===== src/rtl/dch_tx_pkg.sv =====
package dch_tx_pkg;

    localparam int          BYTE_W      = 8;
    localparam int          FCS_W       = 16;
    localparam int          CNT_W       = 4;
    localparam int          RUN_LIMIT   = 5;
    localparam logic [15:0] FCS_POLY    = 16'h8408;
    localparam logic [15:0] FCS_PRESET  = 16'hFFFF;
    localparam logic [CNT_W-1:0] OCTET_END = CNT_W'(BYTE_W - 1);
    localparam logic [CNT_W-1:0] FCS_END   = CNT_W'(FCS_W - 1);

    typedef enum logic [2:0] {
        ST_IDLE, ST_OPEN, ST_BODY, ST_FCS, ST_CLOSE, ST_ABORT
    } txst_e;

    typedef struct packed {
        logic              last;
        logic [BYTE_W-1:0] data;
    } txbyte_t;

    function automatic logic [FCS_W-1:0] fcs_step(logic [FCS_W-1:0] c, logic b);
        return (c >> 1) ^ ((c[0] ^ b) ? FCS_POLY : '0);
    endfunction

    // flag octet: 0 at both ends, 1 in between
    function automatic logic flag_bit(logic [2:0] pos);
        return (pos != 3'd0) && (pos != 3'd7);
    endfunction

endpackage


===== src/rtl/dch_tx_hold.sv =====
module dch_tx_hold
    import dch_tx_pkg::*;
(
    input  logic    clk,
    input  logic    rst,
    input  logic    wr_en,
    input  txbyte_t wr_byte,
    input  logic    take,
    input  logic    flush,
    input  logic    block,
    output logic    full,
    output logic    ready,
    output txbyte_t rd_byte
);

    assign ready = !full && !block;

    always_ff @(posedge clk) begin
        if (rst || flush) begin
            full <= 1'b0;
        end else if (take) begin
            full <= 1'b0;
        end else if (wr_en && ready) begin
            full    <= 1'b1;
            rd_byte <= wr_byte;
        end
    end


    hold_keep_chk: assert property (@(posedge clk) disable iff (rst)
        (full && !take && !flush) |=> (full && $stable(rd_byte)));


    hold_fill_chk: assert property (@(posedge clk) disable iff (rst)
        (wr_en && ready && !flush) |=> full);

endmodule


===== src/rtl/dch_tx_fcs.sv =====
module dch_tx_fcs
    import dch_tx_pkg::*;
(
    input  logic clk,
    input  logic rst,
    input  logic preset,
    input  logic feed,
    input  logic feed_bit,
    input  logic drain,
    output logic fcs_bit
);

    logic [FCS_W-1:0] crc;

    always_ff @(posedge clk) begin
        if (rst || preset)
            crc <= FCS_PRESET;
        else if (feed)
            crc <= fcs_step(crc, feed_bit);
        else if (drain)
            crc <= {1'b1, crc[FCS_W-1:1]};
    end

    assign fcs_bit = ~crc[0];


    fcs_mode_chk: assert property (@(posedge clk) disable iff (rst)
        !(feed && drain));

endmodule


===== src/rtl/dch_hdlc_tx.sv =====
module dch_hdlc_tx
    import dch_tx_pkg::*;
(
    input  logic       clk,
    input  logic       rst,
    input  logic       bit_stb,
    input  logic       idle_flag_sel,
    input  logic       abort_req,
    input  logic       tx_valid,
    input  logic [7:0] tx_data,
    input  logic       tx_last,
    output logic       tx_ready,
    output logic       tx_bit,
    output logic       abort_pulse
);

    txst_e             st;
    logic [CNT_W-1:0]  cnt;
    logic [2:0]        ones;
    logic [BYTE_W-1:0] sh;
    logic              cur_last;

    logic    hold_full, take, flush, preset, feed, drain, fcs_bit, nbit;
    txbyte_t wr_b, hold_b;

    assign wr_b = '{last: tx_last, data: tx_data};

    dch_tx_hold i_hold (
        .clk(clk), .rst(rst), .wr_en(tx_valid), .wr_byte(wr_b),
        .take(take), .flush(flush), .block(st == ST_ABORT),
        .full(hold_full), .ready(tx_ready), .rd_byte(hold_b)
    );

    dch_tx_fcs i_fcs (
        .clk(clk), .rst(rst), .preset(preset), .feed(feed),
        .feed_bit(sh[0]), .drain(drain), .fcs_bit(fcs_bit)
    );

    logic go_abort, stuff, start, octet_end;
    assign go_abort  = abort_req && (st != ST_ABORT);
    assign stuff     = (ones == 3'(RUN_LIMIT)) &&
                       (st == ST_BODY || st == ST_FCS || (st == ST_CLOSE && cnt == '0));
    assign start     = (st == ST_IDLE) && (cnt[2:0] == 3'd0) && hold_full;
    assign octet_end = (cnt == OCTET_END);

    always_comb begin
        nbit   = 1'b1;
        take   = 1'b0;
        flush  = 1'b0;
        preset = 1'b0;
        feed   = 1'b0;
        drain  = 1'b0;
        if (go_abort) begin
            flush = bit_stb;
        end else if (stuff) begin
            nbit = 1'b0;
        end else begin
            unique case (st)
                ST_IDLE: begin
                    if (start) begin
                        nbit   = 1'b0;
                        take   = bit_stb;
                        preset = bit_stb;
                    end else begin
                        nbit = idle_flag_sel ? flag_bit(cnt[2:0]) : 1'b1;
                    end
                end
                ST_OPEN, ST_CLOSE: nbit = flag_bit(cnt[2:0]);
                ST_BODY: begin
                    nbit = sh[0];
                    feed = bit_stb;
                    take = bit_stb && octet_end && !cur_last && hold_full;
                end
                ST_FCS: begin
                    nbit  = fcs_bit;
                    drain = bit_stb;
                end
                ST_ABORT: nbit = (cnt[2:0] != 3'd7);
                default:  nbit = 1'b1;
            endcase
        end
    end

    always_ff @(posedge clk) begin
        abort_pulse <= 1'b0;
        if (rst) begin
            st       <= ST_IDLE;
            cnt      <= '0;
            ones     <= '0;
            sh       <= '0;
            cur_last <= 1'b0;
            tx_bit   <= 1'b1;
        end else if (bit_stb) begin
            tx_bit <= nbit;
            if (go_abort) begin
                st  <= ST_ABORT;
                cnt <= CNT_W'(1);
            end else if (stuff) begin
                ones <= '0;
            end else begin
                unique case (st)
                    ST_IDLE: begin
                        if (start) begin
                            st       <= ST_OPEN;
                            cnt      <= CNT_W'(1);
                            sh       <= hold_b.data;
                            cur_last <= hold_b.last;
                            ones     <= '0;
                        end else begin
                            cnt <= {1'b0, cnt[2:0] + 3'd1};
                        end
                    end
                    ST_OPEN: begin
                        if (octet_end) begin
                            st  <= ST_BODY;
                            cnt <= '0;
                        end else cnt <= cnt + 1'b1;
                    end
                    ST_BODY: begin
                        ones <= sh[0] ? ones + 3'd1 : 3'd0;
                        sh   <= sh >> 1;
                        if (octet_end) begin
                            cnt <= '0;
                            if (cur_last) begin
                                st <= ST_FCS;
                            end else if (hold_full) begin
                                sh       <= hold_b.data;
                                cur_last <= hold_b.last;
                            end else begin
                                st <= ST_ABORT;
                            end
                        end else cnt <= cnt + 1'b1;
                    end
                    ST_FCS: begin
                        ones <= fcs_bit ? ones + 3'd1 : 3'd0;
                        if (cnt == FCS_END) begin
                            st  <= ST_CLOSE;
                            cnt <= '0;
                        end else cnt <= cnt + 1'b1;
                    end
                    ST_CLOSE: begin
                        if (octet_end) begin
                            st  <= ST_IDLE;
                            cnt <= '0;
                        end else cnt <= cnt + 1'b1;
                    end
                    ST_ABORT: begin
                        if (cnt[2:0] == 3'd7) begin
                            abort_pulse <= 1'b1;
                            cnt         <= '0;
                            if (!abort_req) st <= ST_IDLE;
                        end else cnt <= cnt + 1'b1;
                    end
                    default: st <= ST_IDLE;
                endcase
            end
        end
    end


    stb_hold_chk: assert property (@(posedge clk) disable iff (rst)
        !bit_stb |=> $stable(tx_bit));


    pulse_zero_chk: assert property (@(posedge clk) disable iff (rst)
        abort_pulse |-> !tx_bit);


    pulse_stb_chk: assert property (@(posedge clk) disable iff (rst)
        abort_pulse |-> $past(bit_stb));


    run_len_chk: assert property (@(posedge clk) disable iff (rst)
        ones <= 3'(RUN_LIMIT));


    abort_ones_chk: assert property (@(posedge clk) disable iff (rst)
        (st == ST_ABORT && cnt[2:0] != 3'd7 && bit_stb) |=> tx_bit);


    underrun_chk: assert property (@(posedge clk) disable iff (rst)
        (st == ST_BODY && bit_stb && !go_abort && !stuff && octet_end
         && !cur_last && !hold_full) |=> (st == ST_ABORT && cnt == '0));

endmodule


===== config.mk =====
export PLATFORM = sky130hd
export DESIGN_NAME = dch_hdlc_tx
export DESIGN_NICKNAME = d
export VERILOG_FILES = /design/src/rtl/dch_tx_pkg.sv /design/src/rtl/dch_tx_hold.sv /design/src/rtl/dch_tx_fcs.sv /design/src/rtl/dch_hdlc_tx.sv
export SDC_FILE = /design/constraint.sdc
export NUM_CORES = 1
export LEC_CHECK = 0
export ABC_AREA = 1
export CAP_MARGIN = 20
export CORE_MARGIN = 2
export CORE_UTILIZATION = 62
export DETAILED_ROUTE_END_ITERATION = 10
export DONT_BUFFER_PORTS = 1
export GPL_ROUTABILITY_DRIVEN = 1
export GPL_TIMING_DRIVEN = 1
export PLACE_DENSITY = 0.78
export SYNTH_ARGS = -nofsm -noshare
export SYNTH_HDL_FRONTEND = slang
export SYNTH_SLANG_ARGS = --single-unit

===== constraint.sdc =====
create_clock -name clk -period 2.3 [get_ports clk]
set_input_delay 0.115 -clock clk [delete_from_list [all_inputs] [get_ports clk]]
set_output_delay 0.115 -clock clk [all_outputs]
set_load 0.005 [all_outputs]

# --- Word level (Yosys, flattened, before mapping) ---
# Cells that the tools add are included.
totals:
  in_bits: 15
  reg_bits: 47
classes:
  muxes: 57
  n_reduce_logical: 36
  n_eq_ne: 23
  bitwise: 9
  n_addsub: 3
ops:
  columns: ["cell", "n"]
  rows:
  - ["16-bit two-way mux", 3]
  - ["3-bit two-way mux", 16]
  - ["8-bit two-way mux", 4]
  - ["3-bit inequality test (second input constant)", 9]
  - ["1-bit two-way mux", 22]
  - ["4-bit two-way mux", 5]
  - ["3-bit case mux with 6 select lines", 1]
  - ["4-bit case mux with 4 select lines", 1]
  - ["8-bit case mux with 2 select lines", 1]
  - ["15-bit by 16-bit XOR with 16-bit output", 1]
  - ["3-bit == test (second input constant)", 4]
  - ["1-bit logical AND", 11]
  - ["10-bit AND reduction", 1]
  - ["3-bit case mux with 3 select lines", 1]
  - ["1-bit NOT", 7]
  - ["3-bit by 1-bit adder with 3-bit output (second input constant)", 2]
  - ["3-bit by 2-bit == test with 1-bit output (second input constant)", 2]
  - ["3-bit logical NOT", 2]
  - ["2-bit inequality test (second input constant)", 3]
  - ["3-bit AND reduction", 2]
  - ["6-bit AND reduction", 1]
  - ["1-bit case mux with 5 select lines", 1]
  - ["5-bit AND reduction", 1]
  - ["5-bit nonzero test", 1]
  - ["18 further kinds", 26]

# --- Depth between registers and ports, before layout ---
# Gate-level depths: netlist of run 1.
logic_depth:
  depth_word: 9
  ltp_mapped: 13
  depth_no_buf: 13

# --- By module ---
# Synthesis of run 1 repeated with hierarchy kept, for this count alone.
unflattened:
  hier_cells: 341
  area_unflattened_um2: 2497.4
modules_own_cells:
  columns: ["mod", "cells_each", "instances", "area_per_inst_um2"]
  rows:
  - ["dch_hdlc_tx", 243, 1, 1482.7]
  - ["dch_tx_fcs", 79, 1, 686.9]
  - ["dch_tx_hold", 19, 1, 327.8]

# --- Least setup slack after synthesis of run 1 ---
# No wires, ideal clock.
synth_timing:
  kind: "reg-to-reg"
  start: "register cnt[0]"
  end: "register i_hold.rd_byte[0] in the netlist's numbering, enable pin"
  setup_ns: 0.374
  synth_period_minus_slack_ns: 1.877
  t_arrival_ns: 1.503
  path_slack_ns: 0.423
  path_buffers: 0
  stages_incl_launch_ff: 11
  cell_sequence: "dfxtp_1 inv_1 ha_1 nand2_1 nor2_1 nand2_1 nand2_1 nand2_2 nand3_1 o211ai_1 nor2_1"
synth_via:
  elab_chain_len: 9
  word_cells_on_any_way: 17
synth_lines:
  columns: ["item", "line_no", "text"]
  rows:
  - ["start: declaration", "dch_hdlc_tx.sv:18", "logic [CNT_W-1:0] cnt;"]
  - ["start signal: assignment", "dch_hdlc_tx.sv:110", "cnt <= {1'b0, cnt[2:0] + 3'd1};"]
  - ["start signal: assignment", "dch_hdlc_tx.sv:117", "end else cnt <= cnt + 1'b1;"]
  - ["start signal: assignment", "dch_hdlc_tx.sv:132", "end else cnt <= cnt + 1'b1;"]
  - ["4-bit by 3-bit == test with 1-bit output / 3-bit logical NOT (equally long branches)", "dch_hdlc_tx.sv:44, dch_hdlc_tx.sv:43", null]
  - ["1-bit logical AND (on tied branches) (2 in series)", "dch_hdlc_tx.sv:72, dch_hdlc_tx.sv:43", null]
  - ["1-bit logical AND / 1-bit two-way mux (equally long branches)", "dch_hdlc_tx.sv:72, dch_hdlc_tx.sv:60", null]
  - ["1-bit case mux with 2 select lines", "dch_hdlc_tx.sv:58", "unique case (st)"]
  - ["1-bit two-way mux (*)", "dch_hdlc_tx.sv:55", "end else if (stuff) begin"]
  - ["1-bit two-way mux (*)", "dch_hdlc_tx.sv:53", "if (go_abort) begin"]
  - ["1-bit NOT (no line) (*)", null, null]
  - ["3-bit AND reduction (no line) (*)", null, null]
  - ["end signal: assignment", "dch_tx_hold.sv:25", "rd_byte <= wr_byte;"]
  - ["end: declaration", "dch_tx_hold.sv:13", "output txbyte_t rd_byte"]
# Mark *: on every way between the ends. The rest lies on a longest branch, timed or not.
# A chain may end at the register's enable or synchronous reset.

# --- Worst setup path in the final report of run 1 ---
layout_timing:
  start: "register cnt[1]"
  end: "register sh[2]"
layout_via:
  elab_chain_len: 6
  word_cells_on_any_way: 13
layout_lines:
  columns: ["item", "line_no", "text"]
  rows:
  - ["4-bit logical NOT", "dch_hdlc_tx.sv:42", "(st == ST_BODY || st == ST_FCS || (st == ST_CLOSE && cnt == '0));"]
  - ["1-bit logical AND", "dch_hdlc_tx.sv:42", null]
  - ["1-bit logical OR", "dch_hdlc_tx.sv:42", null]
  - ["1-bit logical AND", "dch_hdlc_tx.sv:41", "assign stuff = (ones == 3'(RUN_LIMIT)) &&"]
  - ["1-bit NOT (no line)", null, null]
  - ["5-bit AND reduction (no line)", null, null]
  - ["end signal: assignment", "dch_hdlc_tx.sv:106", "sh <= hold_b.data;"]
  - ["end signal: assignment", "dch_hdlc_tx.sv:121", "sh <= sh >> 1;"]
  - ["end signal: assignment", "dch_hdlc_tx.sv:127", "sh <= hold_b.data;"]
  - ["end: declaration", "dch_hdlc_tx.sv:20", "logic [BYTE_W-1:0] sh;"]
# Parallel ways exist; a longest one is shown, timed or not.

==> run summary, run 1 <==
I/O Buffers: 0
final instance area: 2700 um^2
WS Path Type: reg2reg
WHS: 0.0681 ns
CP arrival: 2.17 ns
DIE AREA: 4390 um^2
syn_nets: 326
drt via density: 5.45
Cell Pwr Density: 763 nW/um^2
# nets final: 344
Min-Delay Path Class: in2reg
Final Hold Fails: 0
Max stage delay on crit path: 0.43 ns
Core Area: 3690 um^2
DR iter-0 viols: 226
FILL cells: 301
DRT antenna net count: 0
vias in the first global route: 1906
R2R setup slack: 0.31 ns
Rows: 22
Max-slew headroom: 0.657
First-pass DRT Iterations: 4
syn avg cell area: 7.85 um^2
post-synth cell types: 34
Syn Std Cell Area: 2400 um^2
worst reg-to-reg path cell count: 8
Worst Setup End Kind: register
Initial Util: 0.651
Final Util: 0.731
hold_sp: abort_req
Post-DP Area: 2440 um^2
chip height: 66.2 um
synth-to-layout area growth: 12.3%
MaxCap Viol Count: 0
FF+latch count, synth: 47
CP Max Fanout: 15
sequential fraction of the synthesis area: 0.429
Crit-path slowest cell: o21ai_2
Fmax achieved: 504 MHz
Ports: 18
first-pass GRT wire length: 8650 um
CP delay by family, top: compound AO/OA/AOI/OAI gates
Crit path top cell by count: o21ai_0
WP data required: 2.48 ns
initial antenna violation count: 0
Longest Clk Path Bufs: 2
RSZ-0062 raised after global routing: false
Die X-Extent: 66.2 um
Peak VDD IR: 583 uV
Finish-stage setup viols: 0
Routed wire per std cell: 13.1 um
Total GRT Usage: 0.263
grt met3 use: 0.0545
CTS Buf Count: 5
Non-Filler Instances: 373
dominant synthesized flop cell: dfxtp_1
routability cong.: 0.948
crit path cell chain: ha_1, nand2_1, nor2_1, inv_1, o21ai_2, o21ai_0, o21ai_0, a21oi_1
Top Usage Layer GRT: met2
commonest non-fill, non-tap cell in the layout: nand2_1
Lkg Pwr: 1.20 nW
H-tree depth: 2
Setup Skew: 0.00344 ns
critical path depth in cells: 8
Routed Wire Length: 4870 um
largest net degree at the start of global routing: 18
Post-CTS Setup Bufs: 0
Final HPWL DP: 3320 um
Synth Warn #: 0
# diodes: 0
layout cells sized above 1: 0.0985
DRC violations left: 0
setup_tns: 0 ns
FF-to-FF Start: cnt[1]
CTS sink count: 47
CP bufs+invs: 1
later-pin clock latency in the skew report: 0.30 ns
clk root buf: clkbuf_8
Worst-path clk slew: 0.08 ns
WHS Endpoint: cnt[1]
run status: finished, final reports clean
post-layout min period: 1.99 ns
Post-synth EDFFs: 9
R2R Path End: sh[2]
grt met1 use: 0.341
ys async rst share: 0
most frequent cells in the layout: nand2_1, dfxtp_1, inv_1
met2 Use GR: 0.430
Placed Instances: 353
Worst-Margin Slew: 0.514 ns
period utilization: 0.863
Critical Path Source Type: register
Gate Count Post-Synth: 306
CTS tree: built
Vias: 2031
hold path cells: 3
total gr overflow: 0
Final Slew Violations: 0
power breakdown:
group	total [mW]	internal (mW)	switching (mW)
Combinational	0.417	0.155	0.262
Clock	0.699	0.434	0.265
Sequential	0.942	0.894	0.0483
how the worst max path moves through the flow:
stage / from / to / slack, ns
after CTS: st[2] / i_hold.rd_byte[8] / 0.15
after global placement: st[2] / i_hold.rd_byte[2] / 0.18
final: cnt[1] / sh[2] / 0.31
after floorplan: cnt[0] / i_hold.rd_byte[0] / 0.42
after global routing: st[2] / i_hold.rd_byte[0] / 0.11
after detailed placement: st[2] / i_hold.rd_byte[2] / 0.16
layer usage:
metal	vias up	wire, um
met1	910	2150
met5	-	0
met2	59	2350
li1	1054	-
met3	8	276
met4	0	97
synth_stat cells, drive strengths merged (4+ instances only):
library cell  instances  area share
buf                   7       0.029
nand3                21       0.049
o21ai                27       0.058
inv                  38       0.064
nor2                 31       0.062
nand4                 4       0.017
ha                    5       0.026
a21oi                22       0.051
o211ai               15       0.047
nand2                78        0.14
edfxtp                9        0.11
dfxtp                38        0.32
metrics by stage:
stage	setup WS (ns)	power [mW]
4_1_cts	0.153	2.07
2_1_floorplan	0.423	1.29
3_5_place_dp	0.160	1.35
3_3_place_gp	0.184	1.35
6_report	0.315	2.06
5_1_grt	0.113	2.16
cell families after synthesis:
family,count (synthesis),synth area share
compound gates,68,0.169
xor+xnor,3,0.0109
buf+inv,47,0.0959
fa+ha+maj,5,0.0261
simple gates,136,0.268
flops,47,0.429
registers in the layout, summed over array words and instances, names as in the netlist:
| register | count |
|---|---|
| tx_bit | 1 |
| i_hold.full | 1 |
| st | 3 |
| ones | 3 |
| abort_pulse | 1 |
| i_fcs.crc | 16 |
| cur_last | 1 |
| sh | 8 |
| cnt | 4 |
| i_hold.rd_byte | 9 |
area by class of cell:
| cell class | count | area [um^2] | share of cell area |
|---|---|---|---|
| inverter | 39 | 158 | 0.0585 |
| timing repair buffer | 19 | 173 | 0.0640 |
| sequential | 47 | 1030 | 0.382 |
| multi-input combinational | 212 | 1140 | 0.424 |
| clock inverter | 2 | 60.1 | 0.0223 |
| tap | 48 | 60.1 | 0.0223 |
| clock buffer | 6 | 72.6 | 0.0269 |
what timing repair did:
item | 4_1_cts | 5_1_grt
setup endpoints to repair | 0 | 9
hold endpoints to repair | 29 | 0
resized for setup | 0 | 1
hold buffers | 12 | 0
worst reg2reg max path, stage by stage, from the launching register on:
cell	delay (ns)
dfxtp_1	0.37
ha_1	0.22
nand2_1	0.07
nor2_1	0.22
inv_1	0.10
o21ai_2	0.43
o21ai_0	0.20
o21ai_0	0.20
a21oi_1	0.07
No activity file was read; power rests on OpenSTA's default activity.
==> run 2: changes to the inputs <==
CELL_PAD_IN_SITES_DETAIL_PLACEMENT = 1   (was default)
CELL_PAD_IN_SITES_GLOBAL_PLACEMENT = 1   (was default)
CORE_UTILIZATION = 47   (was 62)
PLACE_DENSITY = default   (was 0.78)
PLACE_DENSITY_LB_ADDON = 0.1   (was default)
==> run 2 against run 1 <==
- sequential power is 1% lower
- via count is 1.9% higher
- first-iteration DRC count is 63% lower
- critical endpoint is now i_hold.rd_byte[8]
- largest cell class unchanged
==> run summary, run 2 (synthesis gave the netlist of run 1 again) <==
run status: finished, final reports clean
Cell Pwr Density: 726 nW/um^2
# nets final: 345
Finish-stage setup viols: 0
most frequent cells in the layout: nand2_1, dfxtp_1, inv_1
H-tree depth: 2
worst reg-to-reg path cell count: 7
Post-DP Area: 2480 um^2
hold_sp: abort_req
biggest regs: i_fcs.crc x16, i_hold.rd_byte x9, sh x8
Initial Util: 0.479
post-layout min period: 1.98 ns
setup_tns: 0 ns
Vias: 2069
R2R Path End: i_hold.rd_byte[8]
WS Path Type: reg2reg
Fmax achieved: 505 MHz
Biggest register: i_fcs.crc
highest routed metal layer: met4
Max-slew headroom: 0.693
CTS Buf Count: 5
Final HPWL DP: 4160 um
Routed wire per std cell: 14.3 um
Routed Wire Length: 5680 um
routability cong.: 0.861
RSZ-0062 raised after global routing: false
WL met3: 115 um
Lkg Pwr: 1.19 nW
R2R setup slack: 0.32 ns
CP delay by family, top: simple AND/OR/NAND/NOR gates
DIE AREA: 5700 um^2
synth-to-layout area growth: 12.7%
largest net degree at the start of global routing: 18
final worst slack: 0.321 ns
Min-Delay Path Class: in2reg
CP bufs+invs: 1
Setup Skew: 0.00460 ns
CTS tree: built
Max stage delay on crit path: 0.51 ns
routed wl met2: 2770 um
total gr overflow: 0
M1 WL: 2730 um
CTS sink count: 47
I/O Buffers: 0
DR iter-0 viols: 83
DRT antenna net count: 0
drt via density: 5.22
number of flip-flops under the largest register name: 16
FILL cells: 650
commonest non-fill, non-tap cell in the layout: nand2_1
Core Area: 5010 um^2
chip height: 75.5 um
Worst-Margin Slew: 0.459 ns
Post-CTS Setup Bufs: 0
Crit-path slowest cell: dfxtp_1
Rows: 26
vias in the first global route: 1973
FF/Latch Area: 1030 um^2
hold path cells: 3
Worst-path clk slew: 0.08 ns
Die X-Extent: 75.5 um
Total GRT Usage: 0.221
FF-to-FF Start: st[2]
DRC violations left: 0
Longest Clk Path Bufs: 2
Worst Setup End Kind: register
clk root buf: clkbuf_8
Final Slew Violations: 0
layout cells sized above 1: 0.0982
initial antenna violation count: 0
post-place setup slack: 0.136 ns
first-pass GRT wire length: 9530 um
area of the multi-input gates: 1140 um^2
# diodes: 0
Critical Path Source Type: register
later-pin clock latency in the skew report: 0.29 ns
First-pass DRT Iterations: 4
MaxCap Viol Count: 0
WP data required: 2.24 ns
Peak VDD IR: 381 uV
Final Hold Fails: 0
CP Max Fanout: 9
CP arrival: 1.92 ns
final instance area: 2710 um^2
WHS Endpoint: cnt[1]
period utilization: 0.861
crit path cell chain: buf_4, nor2_8, nand2_2, nor2_1, a21oi_1, o211ai_1, nor2_2
Ports: 18
==> run 2: where the power goes <==
part | internal, mW | switching, mW
logic | 0.162 | 0.284
registers | 0.894 | 0.0384
clock network | 0.325 | 0.260
==> run 2: worst min-delay path, stage by stage <==
cell	delay (ns)
nand2_8	0.06
nand3_1	0.08
a21oi_1	0.05
==> run 2: timing repair <==
action / CTS / global route
hold endpoints to repair: 18 / 0
endpoints found under the setup margin: 0 / 9
resized for setup: 0 / 1
hold buffers: 12 / 0
==> run 2: final cells by class <==
type                            count  share of cell area
Inverter                           39              0.0583
Sequential cell                    47               0.381
Clock inverter                      1              0.0111
Timing Repair Buffer               20              0.0666
Tap cell                           70              0.0324
Multi-Input combinational cell    212               0.422
Clock buffer                        7              0.0282
==> run 2: how the worst max path moves through the flow <==
stage	from	end	slack, ns	cells past startpoint
3_5_place_dp	st[2]	i_hold.rd_byte[0]	0.14	7
2_1_floorplan	cnt[0]	i_hold.rd_byte[0]	0.42	10
5_1_grt	st[2]	i_hold.rd_byte[8]	0.14	7
4_1_cts	st[2]	i_hold.rd_byte[1]	0.11	7
3_3_place_gp	st[2]	i_hold.rd_byte[8]	0.21	7
6_report	st[2]	i_hold.rd_byte[8]	0.32	7
==> run 2: metal layers <==
metal	vias up	track usage
met3	6	0.0384
met4	0	0.0565
met1	992	0.314
li1	1049	-
met5	-	0
met2	22	0.352
==> run 2: stage by stage <==
step                utilization  hold WS, ns  std cells  power (mW)
finish                    0.540       0.0727        396        1.96
global route              0.540       0.0836        396        2.09
CTS                       0.539       0.0566        396        1.99
detailed placement        0.494        0.187        376        1.37
global placement          0.494        0.185        376        1.36
floorplan                     -        0.184        306        1.29
==> run 3: changes to the inputs <==
CORE_ASPECT_RATIO = 0.9   (was default)
==> run 3 against run 2 <==
- non-clock buffer count shrank 1
- highest routed layer unchanged
- largest power group unchanged
- cell count shrank 1.0%
- clock skew grew 0.0027 ns
- critical path depth grew 3
- via count shrank 0.97%
==> run summary, run 3 (synthesis gave the netlist of run 1 again) <==
H-tree depth: 2
total gr overflow: 0
FF-to-FF Start: cnt[0]
Die X-Extent: 79.3 um
Final HPWL DP: 3960 um
# nets final: 344
routability cong.: 0.898
Routed wire per std cell: 14.8 um
worst reg-to-reg path cell count: 10
Final Slew Violations: 0
Max stage delay on crit path: 0.35 ns
Fmax achieved: 499 MHz
Peak VDD IR: 395 uV
layout cells sized above 1: 0.0985
clk root buf: clkbuf_8
post-layout min period: 2.01 ns
Min-Delay Path Class: in2reg
Max-slew headroom: 0.657
biggest regs: i_fcs.crc x16, i_hold.rd_byte x9, sh x8
Worst-Margin Slew: 0.515 ns
largest net degree at the start of global routing: 18
Ports: 18
vias in the first global route: 2063
Crit path top cell by count: nand2_1
Top Usage Layer GRT: met2
Cell Pwr Density: 770 nW/um^2
R2R setup slack: 0.29 ns
First-pass DRT Iterations: 4
period utilization: 0.872
CTS tree: built
CP Max Fanout: 9
CTS sink count: 47
drt via density: 5.23
CP arrival: 1.97 ns
grt met1 use: 0.322
Worst Setup End Kind: register
most frequent cells in the layout: nand2_1, dfxtp_1, inv_1
Routed Wire Length: 5790 um
Initial Util: 0.491
grt met3 use: 0.0592
Worst-path clk slew: 0.09 ns
DR iter-0 viols: 101
Setup Skew: 0.00735 ns
Total GRT Usage: 0.227
Longest Clk Path Bufs: 2
initial antenna violation count: 2
number of flip-flops under the largest register name: 16
met2 Use GR: 0.332
first-pass GRT wire length: 9920 um
setup_tns: 0 ns
MaxCap Viol Count: 0
WP data required: 2.27 ns
WHS Endpoint: cnt[1]
DRC violations left: 0
Crit-path slowest cell: nor2_2
Lkg Pwr: 1.20 nW
DIE AREA: 5700 um^2
Final Hold Fails: 0
Post-CTS Setup Bufs: 0
Critical Path Source Type: register
DRT antenna net count: 0
Final Util: 0.556
hold path cells: 3
Vias: 2049
hold_sp: abort_req
synth-to-layout area growth: 13.4%
commonest non-fill, non-tap cell in the layout: nand2_1
Finish-stage setup viols: 0
Rows: 24
Core Area: 4890 um^2
run status: finished, final reports clean
I/O Buffers: 0
WS Path Type: reg2reg
chip height: 71.8 um
crit path cell chain: inv_1, ha_1, nand2_1, nor2_1, nand2_1, nand2_1, nand2_2, nand3_1, o211ai_1, nor2_2
RSZ-0062 raised after global routing: false
Total Power: 2.10 mW
R2R Path End: i_hold.rd_byte[6]
later-pin clock latency in the skew report: 0.30 ns
Biggest register: i_fcs.crc
CTS Buf Count: 5
run 3: changes by cell type in the layout (fill, tap and decap cells not counted), sizes merged:
cell / delta
bufinv: +1
diode: +2
clkbuf: -1
buf: -1
run 3: repair_timing:
item	CTS	global route
resized for setup	0	1
endpoints found under the setup margin	0	9
hold buffers	12	0
endpoints found under the hold margin	32	0
run 3: final cells by class:
type / count / area, um^2
tap: 65 / 81.3
clock inverter: 2 / 60.1
timing repair buffer: 19 / 173
clock buffer: 6 / 72.6
fill: 613 / 2170
multi-input combinational: 212 / 1140
inverter: 39 / 158
sequential: 47 / 1030
antenna: 2 / 5.00
run 3: power breakdown:
group | switching, mW | total [mW] | internal [mW] | leakage [nW]
logic | 0.280 | 0.437 | 0.157 | 0.741
clock network | 0.285 | 0.719 | 0.435 | 0.0654
registers | 0.0463 | 0.940 | 0.894 | 0.393
total | 0.611 | 2.10 | 1.49 | 1.20
run 3: worst max-delay path: cells and delay by family (launching register included):
family | cells | cell delay, ns
simple gates | 7 | 0.92
flops | 1 | 0.34
fa+ha+maj | 1 | 0.19
compound gates | 1 | 0.14
buf+inv | 1 | 0.09
run 3: through the flow:
| stage | instances | hold slack [ns] | worst slack (ns) | area [um^2] |
|---|---|---|---|---|
| 6_report | 392 | 0.0961 | 0.295 | 2720 |
| 5_1_grt | 391 | 0.107 | 0.0844 | 2720 |
| 4_1_cts | 390 | 0.0771 | 0.140 | 2720 |
| 3_5_place_dp | 370 | 0.188 | 0.193 | 2460 |
| 3_3_place_gp | 370 | 0.186 | 0.252 | 2460 |
| 2_1_floorplan | 306 | 0.184 | 0.423 | 2400 |
run 3: worst max-delay path by stage:
stage / endpoint / from / slack, ns
detailed placement: i_hold.rd_byte[3] / cnt[0] / 0.19
floorplan: i_hold.rd_byte[0] / cnt[0] / 0.42
global route: i_hold.rd_byte[6] / cnt[0] / 0.08
finish: i_hold.rd_byte[6] / cnt[0] / 0.29
global placement: i_hold.rd_byte[3] / cnt[0] / 0.25
CTS: i_hold.rd_byte[6] / cnt[0] / 0.14
run 3: routing by layer:
| layer | routed length (um) | vias up | part of all wire |
|---|---|---|---|
| li1 | - | 1045 | - |
| met1 | 2890 | 952 | 0.50 |
| met2 | 2480 | 41 | 0.43 |
| met3 | 318 | 11 | 0.055 |
| met4 | 97 | 0 | 0.017 |
| met5 | 0 | - | 0 |
